==> config.mk <==
export PLATFORM = sky130hd
export DESIGN_NAME = skid_stage
export DESIGN_NICKNAME = d
export VERILOG_FILES = /design/src/rtl/skid_stage_pkg.sv /design/src/rtl/skid_xform.sv /design/src/rtl/skid_side_buf.sv /design/src/rtl/skid_out_reg.sv /design/src/rtl/skid_stage.sv
export SDC_FILE = /design/constraint.sdc
export NUM_CORES = 1
export LEC_CHECK = 0
export ABC_AREA = 1
export BUFFER_PORTS_ARGS = -buffer_cell sky130_fd_sc_hd__buf_4
export CAP_MARGIN = 40
export CORE_MARGIN = 2
export CORE_UTILIZATION = 42
export CTS_BUF_LIST = sky130_fd_sc_hd__clkbuf_16
export DETAILED_ROUTE_END_ITERATION = 10
export GPL_TIMING_DRIVEN = 0
export PLACE_DENSITY = 0.67
export SETUP_SLACK_MARGIN = 0.1
export SLEW_MARGIN = 20
export SYNTH_ARGS = -nofsm -noshare
export SYNTH_HDL_FRONTEND = slang
export SYNTH_HIERARCHICAL = 1
export SYNTH_SLANG_ARGS = --single-unit
==> constraint.sdc <==
create_clock -name clk -period 2.14 [get_ports clk]
set_clock_uncertainty 0.05 [all_clocks]
set_input_delay 0.428 -clock clk [delete_from_list [all_inputs] [get_ports clk]]
set_output_delay 0.428 -clock clk [all_outputs]
set_load 0.005 [all_outputs]
==> src/rtl/skid_stage_pkg.sv <==
// Package skid_stage_pkg
// Holds the types shared by the stage and its sub-blocks.
// Assumes nothing beyond IEEE 1800-2017 packages.
package skid_stage_pkg;

    // Selects the fixed operation applied on the data path.
    typedef enum logic {
        XF_ADD = 1'b0,
        XF_XOR = 1'b1
    } xf_op_e;

endpackage

==> src/rtl/skid_xform.sv <==
// Module skid_xform
// Purely combinational transform on the data path. The operation is fixed
// at elaboration: add a constant (wrapping) or xor with a constant.
// Assumes the caller registers the result; no state is kept here.
module skid_xform
    import skid_stage_pkg::*;
#(
    parameter int              WIDTH    = 16,
    parameter xf_op_e          XF_OP    = XF_ADD,
    parameter logic [WIDTH-1:0] XF_CONST = 1
) (
    input  logic [WIDTH-1:0] din,
    output logic [WIDTH-1:0] dout
);

    generate
        if (XF_OP == XF_ADD) begin : g_add
            // Wrapping addition of the constant.
            always_comb dout = din + XF_CONST;
        end else begin : g_xor
            // Bitwise xor with the constant.
            always_comb dout = din ^ XF_CONST;
        end
    endgenerate

endmodule

==> src/rtl/skid_side_buf.sv <==
// Module skid_side_buf
// One-entry side buffer that parks a word which arrived while the output
// register could not advance. Its occupancy flag doubles as upstream busy.
// Assumes capture and drain are never requested together and that capture
// only happens while the buffer is empty.
module skid_side_buf #(
    parameter int WIDTH = 16
) (
    input  logic             clk,
    input  logic             rst_n,
    input  logic             cap,
    input  logic             drain,
    input  logic [WIDTH-1:0] din,
    output logic             held_vld,
    output logic [WIDTH-1:0] held_dat
);

    // Occupancy flag: set on capture, cleared on drain.
    always_ff @(posedge clk) begin
        if (!rst_n)     held_vld <= 1'b0;
        else if (cap)   held_vld <= 1'b1;
        else if (drain) held_vld <= 1'b0;
    end

    // Data holder: loads only on capture.
    always_ff @(posedge clk) begin
        if (cap) held_dat <= din;
    end


    side_no_overwrite_chk: assert property (@(posedge clk) disable iff (!rst_n)
        cap |-> !held_vld);


    side_hold_stable_chk: assert property (@(posedge clk) disable iff (!rst_n)
        (held_vld && !drain) |=> (held_vld && $stable(held_dat)));

endmodule

==> src/rtl/skid_out_reg.sv <==
// Module skid_out_reg
// Output register toward downstream. It advances when empty or when the
// consumer is not busy; otherwise it holds strobe and data unchanged.
// Assumes nxt_vld/nxt_dat are meaningful only on advancing edges.
module skid_out_reg #(
    parameter int WIDTH = 16
) (
    input  logic             clk,
    input  logic             rst_n,
    input  logic             nxt_vld,
    input  logic [WIDTH-1:0] nxt_dat,
    input  logic             dn_busy,
    output logic             advance,
    output logic             vld,
    output logic [WIDTH-1:0] dat
);

    // Register may take a new word when empty or handing off this edge.
    always_comb advance = !vld || !dn_busy;

    // Strobe register.
    always_ff @(posedge clk) begin
        if (!rst_n)       vld <= 1'b0;
        else if (advance) vld <= nxt_vld;
    end

    // Data register: loads only with a valid word.
    always_ff @(posedge clk) begin
        if (advance && nxt_vld) dat <= nxt_dat;
    end


    out_hold_stable_chk: assert property (@(posedge clk) disable iff (!rst_n)
        (vld && dn_busy) |=> (vld && $stable(dat)));

endmodule

==> src/rtl/skid_stage.sv <==
// Module skid_stage
// Registered pipeline stage with strobe/busy handshakes on both sides and
// a one-entry side buffer that absorbs the word already in flight when the
// downstream stalls. Upstream busy is the registered side-buffer flag.
// Assumes upstream honours up_busy from the edge after it rises.
module skid_stage
    import skid_stage_pkg::*;
#(
    parameter int               WIDTH    = 16,
    parameter xf_op_e           XF_OP    = XF_ADD,
    parameter logic [WIDTH-1:0] XF_CONST = 1
) (
    input  logic             clk,
    input  logic             rst_n,
    input  logic             up_valid,
    input  logic [WIDTH-1:0] up_data,
    output logic             up_busy,
    output logic             dn_valid,
    output logic [WIDTH-1:0] dn_data,
    input  logic             dn_busy
);

    logic [WIDTH-1:0] xf_dat;
    logic             side_vld;
    logic [WIDTH-1:0] side_dat;
    logic             advance;
    logic             accept;
    logic             cap;
    logic             drain;
    logic             nxt_vld;
    logic [WIDTH-1:0] nxt_dat;

    skid_xform #(
        .WIDTH    (WIDTH),
        .XF_OP    (XF_OP),
        .XF_CONST (XF_CONST)
    ) u_xform (
        .din  (up_data),
        .dout (xf_dat)
    );

    // Handshake steering: accept, park, drain and output source.
    always_comb begin
        accept  = up_valid && !side_vld;
        cap     = accept && !advance;
        drain   = side_vld && advance;
        nxt_vld = side_vld || accept;
        nxt_dat = side_vld ? side_dat : xf_dat;
    end

    skid_side_buf #(
        .WIDTH (WIDTH)
    ) u_side (
        .clk      (clk),
        .rst_n    (rst_n),
        .cap      (cap),
        .drain    (drain),
        .din      (xf_dat),
        .held_vld (side_vld),
        .held_dat (side_dat)
    );

    skid_out_reg #(
        .WIDTH (WIDTH)
    ) u_out (
        .clk     (clk),
        .rst_n   (rst_n),
        .nxt_vld (nxt_vld),
        .nxt_dat (nxt_dat),
        .dn_busy (dn_busy),
        .advance (advance),
        .vld     (dn_valid),
        .dat     (dn_data)
    );

    // Upstream busy is the registered side-buffer flag.
    always_comb up_busy = side_vld;


    stream_through_chk: assert property (@(posedge clk) disable iff (!rst_n)
        (up_valid && !up_busy && (!dn_valid || !dn_busy)) |=> dn_valid);


    stall_busy_chk: assert property (@(posedge clk) disable iff (!rst_n)
        (up_valid && !up_busy && dn_valid && dn_busy) |=> up_busy);


    drain_first_chk: assert property (@(posedge clk) disable iff (!rst_n)
        (up_busy && !dn_busy) |=> (!up_busy && dn_valid && dn_data == $past(side_dat)));


    idle_drop_chk: assert property (@(posedge clk) disable iff (!rst_n)
        (dn_valid && !dn_busy && !up_valid && !up_busy) |=> !dn_valid);

endmodule

## Word-level counts from Yosys, hierarchy flattened

Cells that the tools add are included.

- Register bits: 34
- Bits of input ports: 20
- Output and inout port bits: 18
- Logic and storage cells: 19

- Add/sub/neg operators: 1
- Muxes and demuxes: 3
- Reduce and logical (&&, ||, !) cells: 11

Operators by type and width:

| operator | number |
|---|---|
| 16-bit by 1-bit adder with 16-bit output (second input constant) | 1 |
| 16-bit two-way mux | 1 |
| 1-bit logical AND | 4 |
| 1-bit logical NOT | 4 |
| 1-bit logical OR | 2 |
| 1-bit two-way mux | 2 |
| 2-bit nonzero test | 1 |

## Depth between registers and ports, before layout

Gate-level depths: netlist of run 1.

- Depth after elaboration: 5
- Mapped depth: 9

## By module

The synthesis of run 1 kept the hierarchy.

By module, submodules not included:

| module | instances | cells each | area each (um^2) | seq. area each (um^2) |
|---|---|---|---|---|
| skid_out_reg | 1 | 22 | 528.0 | 500.5 |
| skid_side_buf | 1 | 22 | 524.3 | 500.5 |
| skid_xform | 1 | 72 | 397.9 | 0.0 |
| skid_stage | 1 | 57 | 265.3 | 0.0 |

## Least setup slack after synthesis of run 1

OpenSTA, ideal clock, no wires.

- Kind: reg-to-reg
- Start: register u_side.held_vld
- End: register u_out.dat[0], enable pin
- Setup time: 0.394 ns
- Arrival: 1.497 ns
- Path slack: 0.199 ns
- Cell stages (with the launch flop): 5
- Path buffers: 1
- Period minus slack after synthesis: 1.941 ns
- Cell sequence: dfxtp_1 -> buf_6 -> or2_2 -> inv_1 -> a21oi_1

- Longest elaborated chain between the ends: 4

Ends and longest elaborated chain:

| item | line | text |
|---|---|---|
| start: declaration | skid_side_buf.sv:14 | `output logic held_vld,` |
| start signal: assignment | skid_side_buf.sv:20 | `if (!rst_n) held_vld <= 1'b0;` |
| start signal: assignment | skid_side_buf.sv:21 | `else if (cap) held_vld <= 1'b1;` |
| start signal: assignment | skid_side_buf.sv:22 | `else if (drain) held_vld <= 1'b0;` |
| 1-bit logical NOT | skid_stage.sv:44 | `accept = up_valid && !side_vld;` |
| 1-bit logical AND | skid_stage.sv:44 |  |
| 1-bit logical OR (*) | skid_stage.sv:47 | `nxt_vld = side_vld \|\| accept;` |
| via nxt_vld | skid_stage.sv:30 | `logic nxt_vld;` |
| 1-bit logical AND (*) | skid_out_reg.sv:29 | `if (advance && nxt_vld) dat <= nxt_dat;` |
| end signal: assignment | skid_out_reg.sv:29 |  |
| end: declaration | skid_out_reg.sv:15 | `output logic [WIDTH-1:0] dat` |

The timed path passes the listed nets; every way through them passes the cells marked *.
A chain may end at the register's enable or synchronous reset.

## Worst setup path in the final report of run 1

- Start: register u_side.held_vld
- End: register u_side.held_dat[5], enable pin

- Longest elaborated chain between the ends: 3

Ends and longest elaborated chain:

| item | line | text |
|---|---|---|
| 1-bit logical NOT | skid_stage.sv:44 |  |
| 1-bit logical AND | skid_stage.sv:44 |  |
| 1-bit logical AND | skid_stage.sv:45 | `cap = accept && !advance;` |
| via cap | skid_stage.sv:28 | `logic cap;` |
| end signal: assignment | skid_side_buf.sv:27 | `if (cap) held_dat <= din;` |
| end: declaration | skid_side_buf.sv:15 | `output logic [WIDTH-1:0] held_dat` |

The timed path passes the listed nets, and every way through them passes these cells.

==> results.json, run 1 <==
{
  "run_status": "completed",
  "vdd.ir_drop.worst_mv": 0.294,
  "synth.yosys.warnings": 6,
  "avgRoutedWirePerCell_microns": 11.5,
  "initial_utilization": 0.432,
  "synth_top_cells_by_area": "edfxtp_1, nand2_1, nand2_2",
  "path_class": "flip-flop to flip-flop",
  "timing_max_transition_violations_final": 0,
  "synthesis.nets": 194,
  "grt_antenna_before_repair": 0,
  "layout-drive-gt1-share": 0.345,
  "total_power_uw": 1660,
  "static-leakage-power_uw": 0.000974,
  "synthesis.instances": 173,
  "numCtsBuffers": 5,
  "post_synth_most_frequent_cells": "nand2_1, edfxtp_1, inv_1",
  "hold_class": "input pin to flip-flop",
  "finalSetupViolations": 0,
  "synth_top_cell_by_area": "edfxtp_1",
  "fin_ws_ns": 0.560,
  "drt-total-wl_mm": 3.11,
  "antennaDiodeCount": 0,
  "dominantRegCellSynth": "edfxtp_1",
  "maxSlewHeadroom": 0.663,
  "cts_tree": "done",
  "via_count_of_the_first_global_routing_pass": 1100,
  "place.port_buffers": 37,
  "drtIter0Drc": 38,
  "power-per-cell-area_mw_per_mm2": 746,
  "crit_path_cell_trace": "buf_6 -> inv_8 -> nand2_1 -> nor2_2 -> buf_6",
  "post-cts-setup-buffer-count": 0,
  "grt_first_pass_wirelength_mm": 5.01,
  "ys_ff_latch": 34,
  "io_pins": 38,
  "floorplan.die_area_sq_mm": 0.00461,
  "routed-via-count": 1237,
  "critical_path.startpoint_type": "flip-flop",
  "worst-endpoint-required_ns": 2.07,
  "floorplan.die.width_microns": 67.9,
  "post_synth_instance_area_sq_mm": 0.00172,
  "rsz0062_at_grt": "no",
  "maximum_operating_frequency_mhz": 633,
  "tritoncts_num_sinks": 34,
  "synth_edf_count": 32,
  "cts_max_level": 2,
  "clk_latency_ns": 0.27,
  "cts_root_buf": "clkbuf_16",
  "drt_first_pass_iters": 4,
  "grt_remaining_overflow": 0,
  "fin_crit_ns": 1.58,
  "synth.avg_cell_area_sq_um": 9.92,
  "post-dp-hpwl_mm": 2.22,
  "routabilityCongestion": 0.737,
  "ant_nets": 0,
  "post_cts_hold_buffer_count": 0,
  "critical_path.max_fanout": 10,
  "post_cts.resized_instances": 0,
  "synth.most_common_cell": "nand2_1",
  "ys_types": 26,
  "worst_path_largest_cell_delay_ns": 0.39,
  "worstMarginPinSlew_ns": 0.505,
  "totalNegativeSetupSlack_ns": 0,
  "drt_drc_violations_left": 0,
  "fp.coreArea_sq_mm": 0.00397,
  "max_cap_viol_count": 0,
  "finalNetCount": 240,
  "netlist.area_leader.share": 0.560,
  "synthArstFlopShare": 0,
  "cts-root-to-sink-buffers": 2,
  "routed_via_density": 4.58,
  "rows": 23,
  "worst_ep_arrival_time_ns": 1.51,
  "grt_max_degree": 18,
  "area_delta_synth_final_pct": 29.5,
  "critPathMostFrequentCell": "buf_6",
  "grt_use_total": 0.148,
  "timing.critical_path.slowest_stage_cell": "nor2_2",
  "worst_setup_path_end_kind": "flip-flop",
  "dpl_worst_slack_ns": 0.320,
  "die_y_microns": 67.9,
  "synth_seq_area_share": 0.584,
  "finalHoldViolations": 0,
  "clkTransAtPathRegs_ns": 0.05,
  "finalCritPeriodShare": 0.738
}
[worst max-delay path, delay by kind of cell, from the launching register on]
family	cells	cell delay (ns)
buffers and inverters	3	0.45
flip-flops	1	0.33
AND/OR/NAND/NOR	2	0.45
[kinds of logic after synthesis]
group           Yosys count  share of synthesized area
simple gates            106                      0.289
flops                    34                      0.584
buf+inv                  19                     0.0627
xor+xnor                  7                     0.0357
compound gates            6                     0.0219
fa+ha+maj                 1                    0.00729
[report_power, final]
part	switching, uW	leakage [uW]	internal, uW
combinational	108	0.000590	97.5
sequential	10.5	0.000318	776
clock	247	0.0000663	418
[path summary, 6_finish.rpt]
check                                     start                 end  slack [ns]  cells past startpoint
worst max-delay path            u_side/held_vld  u_side/held_dat[5]        0.56                      5
worst min-delay path                      rst_n     u_side/held_vld        0.34                      3
worst max register to register  u_side/held_vld  u_side/held_dat[5]        0.56                      5
worst min register to register  u_side/held_vld     u_side/held_vld        0.45                      2
[flip-flops by register name (all words and copies together) (netlist names)]
signal	flops
u_out/dat	16
u_out/vld	1
u_side/held_vld	1
u_side/held_dat	16
[cells in the final DEF (no fill, tap or decap)]
cell type  synthesis  layout
ha_1               1       1
nand2_1           70      70
a21oi_2            2       3
buf_6              1       3
inv_8              1       1
nor2_1             5       4
clkbuf_16          0       5
edfxtp_1          32      32
nand3b_1           1       1
nand2_4            1       1
or2_2              1       1
nand2_2           11      11
inv_1             13      13
nand3_2            1       1
nor2_4             3       3
inv_2              1       1
xnor2_1            4       4
clkbuf_8           1       1
xor2_1             3       3
nand4_1            3       3
nor2_2             6       7
clkinv_1           1       4
nand3_1            4       4
dfxtp_1            2       2
buf_4              0      37
buf_8              1       1
o21ai_1            3       3
[area by class of cell]
type | count | area, sq um
fill | 350 | 1750
sequential | 34 | 1000
multi-input combinational | 120 | 613
timing repair buffer | 39 | 300
clock buffer | 5 | 125
inverter | 16 | 67.6
tap | 50 | 62.6
buffer | 3 | 40.0
clock inverter | 3 | 11.3
[per-layer routing]
metal / wire (microns) / track usage
met5: 0 / 0
met1: 1420 / 0.190
met3: 141 / 0.0362
met2: 1520 / 0.238
met4: 30 / 0.0675
[per-stage QoR]
step	util	instance area (sq um)	hold slack [ns]	instances
5_1_grt	0.559	2220	0.352	270
2_1_floorplan	-	1720	0.436	173
3_5_place_dp	0.519	2060	0.447	260
6_report	0.559	2220	0.340	270
3_3_place_gp	0.518	2060	0.439	260
4_1_cts	0.554	2200	0.341	268
(Power assumes the default switching activity.)
==> run 2, diff against run 1 <==
- PLACE_DENSITY: 0.67 -> 0.7
- clock period: 2.14 -> 1.3 ns (I/O delays scaled with it)
==> run 2 against run 1 <==
Net effect: critical path type unchanged; worst setup slack worse by 0.54 ns; combinational power increased by 97%; sequential cell count unchanged; design area up 11%; via count increased by 2.3%; global-route usage is 0.67 points higher.
==> results.json, run 2 (synthesized netlist as in run 1, its figures left out) <==
{
  "numCtsBuffers": 5,
  "met3WireLength_microns": 130,
  "top_library_cells_by_usage_in_the_layout_fill_and_taps_aside": "nand2_1, buf_4, edfxtp_1",
  "rsz0062_at_grt": "yes",
  "timing_max_transition_violations_final": 0,
  "hold_class": "input pin to flip-flop",
  "clk_latency_ns": 0.28,
  "worst-endpoint-required_ns": 1.25,
  "floorplan.die_area_sq_mm": 0.00461,
  "place.port_buffers": 37,
  "dpl_worst_slack_ns": -0.200,
  "power-per-cell-area_mw_per_mm2": 1210,
  "filler_cell_count": 321,
  "routabilityCongestion": 0.750,
  "static-leakage-power_uw": 0.00108,
  "antennaDiodeCount": 0,
  "path_class": "flip-flop to flip-flop",
  "worst_setup_path_end_kind": "flip-flop",
  "run_status": "completed",
  "drt_drc_violations_left": 0,
  "io_pins": 38,
  "multi_input_area_sq_um": 661,
  "top_layer_used": "met4",
  "initial_utilization": 0.432,
  "maxSlewHeadroom": 0.821,
  "final_util": 0.622,
  "fp.coreArea_sq_mm": 0.00397,
  "die_y_microns": 67.9,
  "post-dp-hpwl_mm": 2.16,
  "startpoint": "u_side/held_vld",
  "cts-root-to-sink-buffers": 2,
  "fin_ws_ns": 0.0149,
  "grt_use_total": 0.155,
  "maximum_operating_frequency_mhz": 778,
  "area_delta_synth_final_pct": 43.9,
  "layout.cell_area.non_filler_sq_mm": 0.00247,
  "routed-via-count": 1266,
  "routed_via_density": 4.52,
  "max_cap_viol_count": 0,
  "cts_tree": "done",
  "critical_path.startpoint_type": "flip-flop",
  "final_common_cell": "nand2_1",
  "avgRoutedWirePerCell_microns": 11.9,
  "worst_ep_arrival_time_ns": 1.23,
  "grt_antenna_before_repair": 0,
  "fin_crit_ns": 1.29,
  "total_power_uw": 3000,
  "final-seq-area_sq_mm": 0.00101,
  "rr_endpoint": "u_side/held_dat[8]",
  "clkTransAtPathRegs_ns": 0.05,
  "reg.largest.list": "u_out/dat (16), u_side/held_dat (16)",
  "drt_first_pass_iters": 4,
  "reg2reg_setup_slack_ns": 0.01,
  "critical_path.max_fanout": 8,
  "cts_root_buf": "clkbuf_16",
  "ant_nets": 0,
  "floorplan.die.width_microns": 67.9,
  "cts_max_level": 2,
  "critical_path.reg2reg.startpoint": "u_side/held_vld",
  "vdd.ir_drop.worst_mv": 0.503,
  "grt_first_pass_wirelength_mm": 5.09,
  "via_count_of_the_first_global_routing_pass": 1186,
  "timing.critical_path.to": "u_side/held_dat[8]",
  "drt-total-wl_mm": 3.32,
  "met2_wire_length_mm": 1.60,
  "finalNetCount": 250,
  "finalCritPeriodShare": 0.989,
  "layout-drive-gt1-share": 0.404,
  "rr_worst_depth": 6,
  "final.hold.worst_slack_ns": 0.177,
  "finalHoldViolations": 0,
  "postPlaceCellArea_sq_mm": 0.00211,
  "drtIter0Drc": 75,
  "grt_remaining_overflow": 0,
  "rows": 23,
  "worstMarginPinSlew_ns": 0.266,
  "m1WireLength_mm": 1.49,
  "grt_max_degree": 17,
  "finalSetupViolations": 0,
  "tritoncts_num_sinks": 34
}
[run 2: how the worst min path moves through the flow]
stage	start	endpoint	slack [ns]	cells after the start
5_1_grt	rst_n	u_side/held_vld	0.19	3
3_5_place_dp	u_side/held_vld	u_side/held_vld	0.42	2
3_3_place_gp	u_side/held_vld	u_side/held_vld	0.42	2
4_1_cts	rst_n	u_side/held_vld	0.16	3
2_1_floorplan	rst_n	u_side/held_vld	0.32	2
6_report	rst_n	u_side/held_vld	0.18	3
[run 2: critical path: stages (launching register included)]
cell,delay [ns]
dfxtp_4,0.35
buf_8,0.13
inv_8,0.05
nand2_4,0.04
nor2_4,0.14
buf_6,0.13
buf_12,0.11
[run 2: per-stage QoR]
stage | TNS [ns] | instances
detailed placement | -5.85 | 260
CTS | 0 | 276
global placement | -5.42 | 260
global route | -0.246 | 280
finish | 0 | 280
floorplan | -1.06 | 173
[run 2: layout make-up]
| class | instances | share of cell area |
|---|---|---|
| inverters | 16 | 0.0274 |
| clock inverters | 3 | 0.0152 |
| multi-input cells | 120 | 0.268 |
| flip-flops and latches | 34 | 0.407 |
| plain buffers | 3 | 0.0182 |
| well taps | 50 | 0.0253 |
| repair buffers | 49 | 0.188 |
| clock buffers | 5 | 0.0507 |
[run 2: report_power, final]
part           internal, uW  switching (uW)  leakage [uW]  total [uW]
sequential             1280            16.8      0.000319        1290
clock                   888             411     0.0000864        1300
combinational           207             197      0.000676         404
[run 2: repair_timing]
item,4_1_cts,5_1_grt
resized for setup,3,3
cloned,1,2
pin swaps,1,1
hold buffers,0,0
setup buffers,7,2
setup endpoints to repair,33,43
[run 2: per-layer routing]
metal  track usage  vias up
met3        0.0247        7
met4         0.113        0
li1              -      665
met2         0.245       30
met5             0        -
met1         0.193      564
